[config.mk]
export PLATFORM = sky130hd
export DESIGN_NAME = snack_vend_ctrl
export DESIGN_NICKNAME = d
export VERILOG_FILES = /design/src/rtl/svc_pkg.sv /design/src/rtl/svc_req_merge.sv /design/src/rtl/svc_credit_reg.sv /design/src/rtl/svc_seq_fsm.sv /design/src/rtl/snack_vend_ctrl.sv
export SDC_FILE = /design/constraint.sdc
export NUM_CORES = 1
export LEC_CHECK = 0
export BUFFER_PORTS_ARGS = -buffer_cell sky130_fd_sc_hd__buf_2
export CAP_MARGIN = 20
export CORE_ASPECT_RATIO = 1.1
export CORE_MARGIN = 2
export CORE_UTILIZATION = 49
export DETAILED_ROUTE_END_ITERATION = 8
export PLACE_DENSITY = 0.82
export SYNTH_ARGS = -nofsm -noshare
export SYNTH_HDL_FRONTEND = slang
export SYNTH_HIERARCHICAL = 1
export SYNTH_SLANG_ARGS = --single-unit
[constraint.sdc]
create_clock -name clk -period 2.8 [get_ports clk]
set_input_delay 0.28 -clock clk [delete_from_list [all_inputs] [get_ports clk]]
set_output_delay 0.28 -clock clk [all_outputs]
set_load 0.01 [all_outputs]
[src/rtl/svc_pkg.sv]
package svc_pkg;

  typedef enum logic [1:0] {
    ST_READY   = 2'd0,
    ST_COLLECT = 2'd1,
    ST_VEND    = 2'd2
  } svc_state_e;

  // selection code held through the vending cycle: {candy, chips}
  localparam int unsigned PICK_W = 2;

endpackage

[src/rtl/svc_req_merge.sv]
module svc_req_merge #(
  parameter int unsigned NBTN = 2
) (
  input  logic [NBTN-1:0] btn,
  output logic            req
);
  assign req = |btn;
endmodule

[src/rtl/svc_credit_reg.sv]
module svc_credit_reg #(
  parameter int unsigned W = 8
) (
  input  logic         clk,
  input  logic         rst,
  input  logic         coin_valid,
  input  logic [W-1:0] coin,
  input  logic         sub_en,
  input  logic [W-1:0] price,
  output logic [W-1:0] credit
);
  localparam logic [W-1:0] TOP = {W{1'b1}};

  function automatic logic [W-1:0] sat_add(input logic [W-1:0] a, input logic [W-1:0] b);
    logic [W:0] s;
    s = {1'b0, a} + {1'b0, b};
    return s[W] ? TOP : s[W-1:0];
  endfunction

  logic [W-1:0] base_w;
  logic [W-1:0] addend_w;
  logic [W-1:0] credit_nx;

  assign base_w    = sub_en ? (credit - price) : credit;
  assign addend_w  = coin_valid ? coin : '0;
  assign credit_nx = sat_add(base_w, addend_w);

  always_ff @(posedge clk or posedge rst) begin
    if (rst) credit <= '0;
    else     credit <= credit_nx;
  end

  p_no_overflow_r3: assert property (@(posedge clk) disable iff (rst)
    (coin_valid && !sub_en) |=> (credit >= $past(credit)));

  p_deduct_price_r9: assert property (@(posedge clk) disable iff (rst)
    (sub_en && !coin_valid) |=> (credit == $past(credit) - $past(price)));

  p_idle_hold_r11: assert property (@(posedge clk) disable iff (rst)
    (!sub_en && !coin_valid) |=> $stable(credit));

endmodule

[src/rtl/svc_seq_fsm.sv]
module svc_seq_fsm
  import svc_pkg::*;
#(
  parameter int unsigned W           = 8,
  parameter int unsigned CANDY_PRICE = 60,
  parameter int unsigned CHIPS_PRICE = 50
) (
  input  logic              clk,
  input  logic              rst,
  input  logic              coin_valid,
  input  logic              candy_req,
  input  logic              chips_req,
  input  logic [W-1:0]      credit,
  output svc_state_e        state_q,
  output logic [PICK_W-1:0] pick_q
);
  localparam logic [W-1:0] CANDY_P = W'(CANDY_PRICE);
  localparam logic [W-1:0] CHIPS_P = W'(CHIPS_PRICE);

  function automatic logic covers(input logic [W-1:0] cr, input logic [W-1:0] p);
    return cr >= p;
  endfunction

  logic grant_candy;
  logic grant_chips;
  svc_state_e        state_nx;
  logic [PICK_W-1:0] pick_nx;

  assign grant_candy = (state_q == ST_COLLECT) && candy_req && covers(credit, CANDY_P);
  assign grant_chips = (state_q == ST_COLLECT) && chips_req && covers(credit, CHIPS_P)
                       && !grant_candy;

  always_comb begin
    state_nx = state_q;
    pick_nx  = '0;
    case (state_q)
      ST_READY:   if (coin_valid) state_nx = ST_COLLECT;
      ST_COLLECT: begin
        if (grant_candy) begin
          state_nx = ST_VEND;
          pick_nx  = 2'b10;
        end else if (grant_chips) begin
          state_nx = ST_VEND;
          pick_nx  = 2'b01;
        end
      end
      ST_VEND:    state_nx = ST_READY;
      default:    state_nx = ST_READY;
    endcase
  end

  always_ff @(posedge clk or posedge rst) begin
    if (rst) begin
      state_q <= ST_READY;
      pick_q  <= '0;
    end else begin
      state_q <= state_nx;
      pick_q  <= pick_nx;
    end
  end

  p_vend_one_cycle_r8: assert property (@(posedge clk) disable iff (rst)
    (state_q == ST_VEND) |=> (state_q == ST_READY));

  p_ready_needs_coin_r2: assert property (@(posedge clk) disable iff (rst)
    (state_q == ST_READY && !coin_valid) |=> (state_q == ST_READY));

  p_vend_has_pick_r8: assert property (@(posedge clk) disable iff (rst)
    (state_q == ST_VEND) |-> ($countones(pick_q) == 1));

endmodule

[src/rtl/snack_vend_ctrl.sv]
module snack_vend_ctrl
  import svc_pkg::*;
#(
  parameter int unsigned CREDIT_W    = 8,
  parameter int unsigned CANDY_BTNS  = 3,
  parameter int unsigned CHIPS_BTNS  = 2,
  parameter int unsigned CANDY_PRICE = 60,
  parameter int unsigned CHIPS_PRICE = 50
) (
  input  logic                  clk,
  input  logic                  rst,
  input  logic                  coin_valid,
  input  logic [CREDIT_W-1:0]   coin_value,
  input  logic [CANDY_BTNS-1:0] candy_btn,
  input  logic [CHIPS_BTNS-1:0] chips_btn,
  output logic                  vend_candy,
  output logic                  vend_chips,
  output logic [CREDIT_W-1:0]   credit,
  output logic [1:0]            state
);
  localparam logic [CREDIT_W-1:0] CANDY_P = CREDIT_W'(CANDY_PRICE);
  localparam logic [CREDIT_W-1:0] CHIPS_P = CREDIT_W'(CHIPS_PRICE);

  logic candy_req_w;
  logic chips_req_w;
  logic vending_w;
  logic [CREDIT_W-1:0] price_w;
  svc_state_e          state_w;
  logic [PICK_W-1:0]   pick_w;

  svc_req_merge #(.NBTN(CANDY_BTNS)) u_candy_req (.btn(candy_btn), .req(candy_req_w));
  svc_req_merge #(.NBTN(CHIPS_BTNS)) u_chips_req (.btn(chips_btn), .req(chips_req_w));

  svc_seq_fsm #(
    .W(CREDIT_W), .CANDY_PRICE(CANDY_PRICE), .CHIPS_PRICE(CHIPS_PRICE)
  ) u_fsm (
    .clk(clk), .rst(rst), .coin_valid(coin_valid),
    .candy_req(candy_req_w), .chips_req(chips_req_w),
    .credit(credit), .state_q(state_w), .pick_q(pick_w)
  );

  assign vending_w = (state_w == ST_VEND);
  assign price_w   = pick_w[1] ? CANDY_P : CHIPS_P;

  svc_credit_reg #(.W(CREDIT_W)) u_credit (
    .clk(clk), .rst(rst), .coin_valid(coin_valid), .coin(coin_value),
    .sub_en(vending_w), .price(price_w), .credit(credit)
  );

  assign vend_candy = vending_w & pick_w[1];
  assign vend_chips = vending_w & pick_w[0];
  assign state      = state_w;

  p_single_pulse_r7: assert property (@(posedge clk) disable iff (rst)
    $onehot0({vend_candy, vend_chips}));

  p_candy_paid_r5: assert property (@(posedge clk) disable iff (rst)
    vend_candy |-> (credit >= CANDY_P));

  p_chips_paid_r6: assert property (@(posedge clk) disable iff (rst)
    vend_chips |-> (credit >= CHIPS_P));

  p_reset_quiet_r1: assert property (@(posedge clk)
    rst |-> (!vend_candy && !vend_chips && credit == '0));

endmodule

# Word level (Yosys, flattened, before mapping)
# Cells that the tools add are included.
# totals
register_bits	12
output_inout_bits	12
# classes
eq_ne	4
n_mux	11
order_cmp	2
bitwise_logic	2
n_reduce_logical	10
addsub	2
# ops
cell	count
$mux W8	3
$ge A8 B6 Y1 const B	2
$mux W2	5
$add A8 B8 Y9	1
$sub A8 B6 Y8	1
$logic_and A1 B1 Y1	5
$mux W4	1
$pmux W2 S2	1
$ne A3 B1 Y1 const B	1
$reduce_or A3 Y1	1
$and A1 B1 Y1	2
$eq A2 B1 Y1 const B	1
$eq A2 B2 Y1 const B	1
$logic_not A2 Y1	1
$ne A2 B2 Y1 const B	1
$reduce_and A2 Y1	1
$reduce_or A2 Y1	1
$logic_not A1 Y1	1
$mux W1	1

# Longest topological paths before layout
# Gate-level depths: netlist of run 1.
# logic_depth
word_depth	8
depth_mapped	14

# Modules after synthesis
# The synthesis of run 1 kept the hierarchy.
# by_module_without_submodules
mod	seq_area_each_um2	instances	area_each_um2	cells_per_inst
svc_credit_reg	200.2	1	1086.0	131
svc_seq_fsm	100.1	1	190.2	17
snack_vend_ctrl	0.0	1	40.0	6
svc_req_merge	0.0	2	6.3	1

# Worst setup path after synthesis of run 1
# Ideal clock, no wire load.
# synth_path
kind	register to register
start	register u_credit.credit[1]
end	register u_credit.credit[7]
setup_time_ns	0.076
path_slack_ns	-0.003
stages_incl_launch_ff	12
arrival_time_ns	2.726
n_path_buf	0
required_time_ns	2.724
cell_sequence	dfrtp_1 fa_1 a21oi_1 o21ai_1 a21oi_1 xnor2_1 mux2_2 ha_1 a2111oi_0 o21ai_0 and3_1 o21ai_1
# synth_between
elab_chain_cells	4
# synth_lines
element	line_no	rtl
start: declaration	svc_credit_reg.sv:10	output logic [W-1:0] credit
start signal: assignment	svc_credit_reg.sv:30	else credit <= credit_nx;
$sub A8 B6 Y8	svc_credit_reg.sv:24	assign base_w = sub_en ? (credit - price) : credit;
$mux W8 (*)	svc_credit_reg.sv:24	
$add A8 B8 Y9 (*)	svc_credit_reg.sv:16	s = {1'b0, a} + {1'b0, b};
$mux W8 (*)	svc_credit_reg.sv:17	return s[W] ? TOP : s[W-1:0];
via u_credit.credit_nx[7]	svc_credit_reg.sv:22	logic [W-1:0] credit_nx;
# The timed path passes the listed nets; every way through them passes the cells marked *.
# A chain may end at the register's enable or synchronous reset.

# Final worst setup path of run 1
# layout_path
start	register u_fsm.pick_q[1]
end	register u_credit.credit[7]
# layout_between
elab_chain_cells	5
# layout_lines
element	line_no	rtl
start: declaration	svc_seq_fsm.sv:15	output logic [PICK_W-1:0] pick_q
start signal: assignment	svc_seq_fsm.sv:58	pick_q <= pick_nx;
$mux W4	snack_vend_ctrl.sv:43	assign price_w = pick_w[1] ? CANDY_P : CHIPS_P;
$sub A8 B6 Y8	svc_credit_reg.sv:24	
$mux W8	svc_credit_reg.sv:24	
$add A8 B8 Y9	svc_credit_reg.sv:16	
$mux W8	svc_credit_reg.sv:17	
via u_credit.credit_nx[7]	svc_credit_reg.sv:22	
# The timed path passes the listed nets, and every way through them passes these cells.

==> flow_metrics.tcl, run 1 <==
set metrics [dict create \
    outcome "finished clean" \
    wl_mm 3.47 \
    fill_cells 186 \
    setup_viol 0 \
    min_delay_worst_endpoint "u_fsm/state_q[0]" \
    grt_max_degree 11 \
    antenna_found_initial 0 \
    diodes 0 \
    finalClockSkew_ps 6.91 \
    vias 1320 \
    syn_area_per_cell_sq_um 8.52 \
    cts_tree "built" \
    min_period_ps 2780 \
    stdcell_count 239 \
    crit_path_max_incr_delay_ps 390 \
    grt_pass1_vias 1225 \
    drive_gt1_share_pct 39.9 \
    utilization_pct 72.7 \
    yosysTopAreaCell "dfrtp_1" \
    ir_drop_uv 822 \
    synth_top_family_by_area "compound AO/OA/AOI/OAI gates" \
    synthAdderAreaFrac_pct 17.1 \
    dr.pass1.iters 4 \
    grt_pass1_wl_mm 5.09 \
    io_buffer_count 27 \
    cts_num_sinks 12 \
    hp-class "in2reg" \
    timing.fmax_mhz 359 \
    fin_crit_sh_pct 99.4 \
    cts_buffers 3 \
    dp_cells 234 \
    cap_violations 0 \
    num_rows 19 \
    pre_cts_ws_ps -206 \
    clock_latency_ps 280 \
    cp-end-kind "register" \
    netlist_instances 156 \
    ioPinCount 28 \
    die_x_um 53.7 \
    clockBufferDepth 2 \
    r2r_slack_ps 20 \
    ys_ff_latch 12 \
    dieArea_sq_um 3140 \
    wl_per_cell_um 14.5 \
    critical_path_required_ps 2950 \
    synthTopCellsByArea "dfrtp_1 (23%), ha_1 (14%), inv_1 (5.1%)" \
    async_flop_share_pct 100 \
    remaining_drc_errors 0 \
    grt_remaining_overflow 0 \
    drtIter0Drc 33 \
    fin_ws_ps 16.0 \
    crit_path_max_fanout 4 \
    track_usage_pct 23.0 \
    place_congestion 0.839 \
    synth_ff_type "dfrtp_1" \
    synth_xor_area_share_pct 3.30 \
    rsz0062_at_grt "yes" \
    coreArea_sq_um 2540 \
    ys_types 46 \
    synth.area.mux_share_pct 4.05 \
    yosys_warnings 6 \
    finalHoldViolations 0 \
    powerDensity_nw_per_um2 1350 \
    die_h_um 58.6 \
    htree_levels 1 \
    synth_compound_area_share_pct 26.1 \
    synth_top_cell_area_share_pct 22.6 \
    area_growth_pct 39.1 \
    slowest_stage "dfrtp_1" \
    total_power_mw 2.49 \
    cts.clk_slew.worst_paths_ps 70 \
    p_leak_nw 0.855 \
    crit_arrival_ps 2930 \
    hp-start "coin_valid" \
    path_cells "buf_4, inv_4, ha_4, o21ai_4, a21oi_4, o21a_1, or3_1, a31o_1, ha_4, a2111oi_4, o21ai_1, a21oi_1, o21ai_1" \
    start_util_pct 52.2 \
    synthSimpleGateAreaFrac_pct 20.8 \
    hold_depth 2 \
    worstReg2RegEnd "u_credit/credit[7]" \
    rr_worst_depth 13 \
    r2r_start "u_fsm/pick_q[1]" \
    final_nets 243 \
    netlist_area_sq_um 1330 \
    start_kind "register" \
    routed_via_density 5.52 \
    crit_type "reg2reg" \
    drtAntennaViolNets 0 \
    clock-root-buffer "clkbuf_4" \
    synth_edf_count 0 \
    slew_viol_final 0 \
    yosysSeqAreaShare_pct 22.6 \
    dp_hpwl_mm 2.60 \
]
-- registers in the layout, indices dropped and copies added (netlist names) --
register	cells
u_fsm/state_q	2
u_credit/credit	8
u_fsm/pick_q	2
-- critical path, delay by kind of cell, from the launching register on --
| family | cells | cell delay [ps] |
|---|---|---|
| AO/OA/AOI/OAI | 8 | 1330 |
| adder cells (fa/ha/maj) | 2 | 400 |
| buffers and inverters | 2 | 200 |
| flip-flops | 1 | 390 |
| AND/OR/NAND/NOR | 1 | 320 |
-- synth_stat cells, types with 3 or more instances --
master / n
mux2_2: 3
nand2_1: 7
nand2b_1: 4
nor2_1: 9
nor2b_1: 5
inv_1: 18
ha_1: 15
a21oi_1: 8
o21ai_0: 6
and2_1: 7
o21a_1: 4
xor2_1: 3
dfrtp_1: 12
o21ai_1: 8
a211oi_1: 3
-- worst max-delay path by stage --
stage                       start            endpoint  slack, ps
2_1_floorplan  u_credit/credit[1]  u_credit/credit[7]         20
3_3_place_gp      u_fsm/pick_q[1]  u_credit/credit[7]         -3
3_5_place_dp      u_fsm/pick_q[1]  u_credit/credit[7]       -210
4_1_cts           u_fsm/pick_q[1]  u_credit/credit[7]        -20
5_1_grt           u_fsm/pick_q[1]  u_credit/credit[7]        -90
6_report          u_fsm/pick_q[1]  u_credit/credit[7]         20
-- placed cells by master (no fill, tap or decap), types with 2 or more instances in the layout --
cell type | synthesis | final
nor2b_1 | 5 | 5
dfrtp_1 | 12 | 12
nand2b_1 | 4 | 4
nand2_1 | 7 | 7
o21ai_0 | 6 | 4
xor2_1 | 3 | 3
o21ai_4 | 0 | 2
nor2_1 | 9 | 7
conb_1 | 2 | 9
a21oi_2 | 2 | 4
clkbuf_4 | 0 | 3
mux2_2 | 3 | 3
inv_1 | 18 | 17
o21ai_1 | 8 | 10
a2111oi_4 | 0 | 2
and3b_2 | 2 | 2
a211oi_2 | 0 | 2
buf_4 | 0 | 15
buf_2 | 1 | 27
o21bai_1 | 2 | 2
ha_4 | 0 | 5
nor2_2 | 0 | 2
and3_1 | 2 | 2
ha_1 | 15 | 9
a21oi_1 | 8 | 5
and2_1 | 7 | 7
or3_1 | 2 | 2
o21a_1 | 4 | 4
or2_1 | 2 | 2
-- power by group --
part	internal [mW]	switching [mW]	leakage [nW]
Sequential	0.257	0.0791	0.139
Combinational	1.02	1.04	0.703
Clock	0.0499	0.0537	0.0138
-- metrics by stage --
step | cell area [sq um] | setup TNS [ps] | hold slack (ps)
2_1_floorplan | 1360 | 0 | 46.1
3_3_place_gp | 1630 | -3.14 | 173
3_5_place_dp | 1630 | -290 | 195
4_1_cts | 1720 | -16.9 | 357
5_1_grt | 1850 | -215 | 378
6_report | 1850 | 0 | 356
-- final cells by class --
type | instances | area [sq um] | area share, %
inverter | 18 | 70.1 | 3.79
sequential | 12 | 300 | 16.2
multi-input combinational | 132 | 1160 | 62.7
clock buffer | 3 | 22.5 | 1.22
timing repair buffer | 43 | 258 | 13.9
tap | 31 | 38.8 | 2.10
-- layer usage --
layer	global-route usage, %	up-vias	share of wire [%]
li1	-	655	-
met5	0	-	0
met2	42.2	32	55
met4	15.0	0	2.6
met1	24.1	625	40
met3	2.28	8	2.7
-- timing repair --
action                     in CTS  in global routing
hold endpoints to repair       12                  0
pin swaps                       1                 10
hold buffers                    1                  0
buffers inserted                0                  1
resized for setup              12                 21
setup endpoints to repair       8                  8
-- kinds of logic after synthesis --
| family | count (synthesis) |
|---|---|
| compound gates | 49 |
| xor+xnor | 5 |
| fa+ha+maj | 17 |
| buf+inv | 19 |
| flops | 12 |
| mux | 5 |
| other cells | 2 |
| simple gates | 47 |
Note: power is estimated with default switching activity, not from simulation.
==> run 2, diff against run 1 <==
Settings changed: CORE_UTILIZATION 49 to 54, PLACE_DENSITY 0.82 to 0.85.
Clock period 2.8 ns to 3.1 ns, I/O delays scaled along.
==> flow_metrics.tcl, run 2 (synthesis results as in run 1) <==
set metrics [dict create \
    timing.fmax_mhz 341 \
    clock_power_share_pct 6.7 \
    dieArea_sq_um 2870 \
    final_cell_mix "buf_2 (27), inv_1 (18), ha_1 (13)" \
    grt_remaining_overflow 0 \
    min_delay_worst_endpoint "u_fsm/state_q[0]" \
    utilization_pct 69.4 \
    cts_num_sinks 12 \
    power_frac_seq_pct 17.7 \
    crit_type "reg2reg" \
    finalHoldViolations 0 \
    dp_hpwl_mm 2.39 \
    fin_crit_sh_pct 94.5 \
    drive_gt1_share_pct 27.8 \
    start_util_pct 57.8 \
    worstReg2RegEnd "u_credit/credit[7]" \
    rsz0062_at_grt "no" \
    fin_tns_setup_ps 0 \
    cts_buffers 3 \
    critical_path_required_ps 3240 \
    final_common_cell "buf_2" \
    vias 1276 \
    finalClockSkew_ps 6.95 \
    io_buffer_count 27 \
    r2r_start "u_fsm/pick_q[1]" \
    hp-class "in2reg" \
    antenna_found_initial 0 \
    wl_mm 3.16 \
    grt_pass1_vias 1230 \
    htree_levels 1 \
    powerDensity_nw_per_um2 1130 \
    setup_viol 0 \
    reg.largest.list "u_credit/credit (8), u_fsm/pick_q (2), u_fsm/state_q (2)" \
    die_h_um 56.0 \
    ioPinCount 28 \
    slew_viol_final 0 \
    crit_path_max_fanout 7 \
    area_growth_pct 20.1 \
    hp-start "coin_valid" \
    die_x_um 51.3 \
    rr_worst_depth 12 \
    remaining_drc_errors 0 \
    clockBufferDepth 2 \
    grt_max_degree 15 \
    min_period_ps 2930 \
    swShare_pct 49.5 \
    stdcell_count 224 \
    wl_per_cell_um 14.1 \
    grt_pass1_wl_mm 5.25 \
    dp_cells 219 \
    routed_via_density 5.70 \
    place_congestion 0.872 \
    p_int_mw 0.912 \
    coreArea_sq_um 2300 \
    num_rows 18 \
    cp-end-kind "register" \
    regMostFlops "u_credit/credit" \
    r2r_slack_ps 170 \
    drtIter0Drc 21 \
    crit_arrival_ps 3080 \
    total_power_mw 1.80 \
    start_kind "register" \
    drtAntennaViolNets 0 \
    track_usage_pct 23.4 \
    fill_cells 211 \
    p_leak_nw 0.769 \
    diodes 0 \
    cap_violations 0 \
    p_switching_mw 0.892 \
    hold_depth 2 \
    largest_reg_flops 8 \
    final_nets 228 \
    cts.clk_slew.worst_paths_ps 70 \
    dr.pass1.iters 4 \
    ir_drop_uv 692 \
    outcome "finished clean" \
    clock-root-buffer "clkbuf_4" \
    cts_tree "built" \
    pwr-share-comb_pct 75.6 \
    clock_latency_ps 270 \
]
[run 2: worst max path at each step]
stage | startpoint | end | slack, ps | depth (start not counted)
3_3_place_gp | u_fsm/pick_q[1] | u_credit/credit[7] | 200 | 13
2_1_floorplan | u_credit/credit[1] | u_credit/credit[7] | 300 | 11
6_report | u_fsm/pick_q[1] | u_credit/credit[7] | 170 | 12
4_1_cts | u_fsm/pick_q[1] | u_credit/credit[7] | 100 | 13
5_1_grt | u_fsm/pick_q[1] | u_credit/credit[7] | 7 | 13
3_5_place_dp | u_fsm/pick_q[1] | u_credit/credit[7] | 130 | 13
[run 2: final cells by class]
type	count	area, sq um	area share (%)
Inverter	18	67.6	4.24
Tap cell	30	37.5	2.35
Multi-Input combinational cell	132	1010	63.2
Sequential cell	12	300	18.8
Clock buffer	4	36.3	2.27
Timing Repair Buffer	28	145	9.10
[run 2: metal layers]
| layer | wire length, um | up-vias | global-route usage, % |
|---|---|---|---|
| met5 | 0 | - | 0 |
| met2 | 1650 | 41 | 42.1 |
| met1 | 1320 | 609 | 29.0 |
| met3 | 144 | 4 | 1.34 |
| li1 | - | 622 | - |
| met4 | 36 | 0 | 7.89 |
[run 2: power by group through the flow]
| stage | registers (mW) | logic (mW) | clock network (mW) |
|---|---|---|---|
| after detailed placement | 0.320 | 1.27 | 0 |
| final | 0.319 | 1.36 | 0.121 |
| after global routing | 0.331 | 1.51 | 0.130 |
| after CTS | 0.317 | 1.29 | 0.123 |
| after floorplan | 0.326 | 0.974 | 0 |
| after global placement | 0.308 | 1.21 | 0 |
[run 2: critical path, stage by stage, from the launching register on]
cell and delay [ps]:
dfrtp_1 410, inv_1 80, ha_2 300, o21ai_2 150, a21oi_2 70, o21a_1 180, or3_1 310, a31o_1 240
ha_1 310, a2111oi_2 390, a21oi_1 110, a21oi_1 160, o21ai_1 80
[run 2: timing repair]
action                                 in CTS  in global routing
endpoints found under the hold margin      12                  0
gates resized for setup                     0                  9
hold buffers                                1                  0
setup endpoints to repair                   0                  2
buffers inserted                            0                  0
[run 2: per-stage QoR]
| step | area, sq um | setup WS (ps) | hold WS (ps) |
|---|---|---|---|
| 2_1_floorplan | 1360 | 297 | 76.1 |
| 3_3_place_gp | 1520 | 199 | 203 |
| 3_5_place_dp | 1520 | 127 | 210 |
| 4_1_cts | 1570 | 104 | 387 |
| 5_1_grt | 1600 | 7.01 | 401 |
| 6_report | 1600 | 169 | 380 |
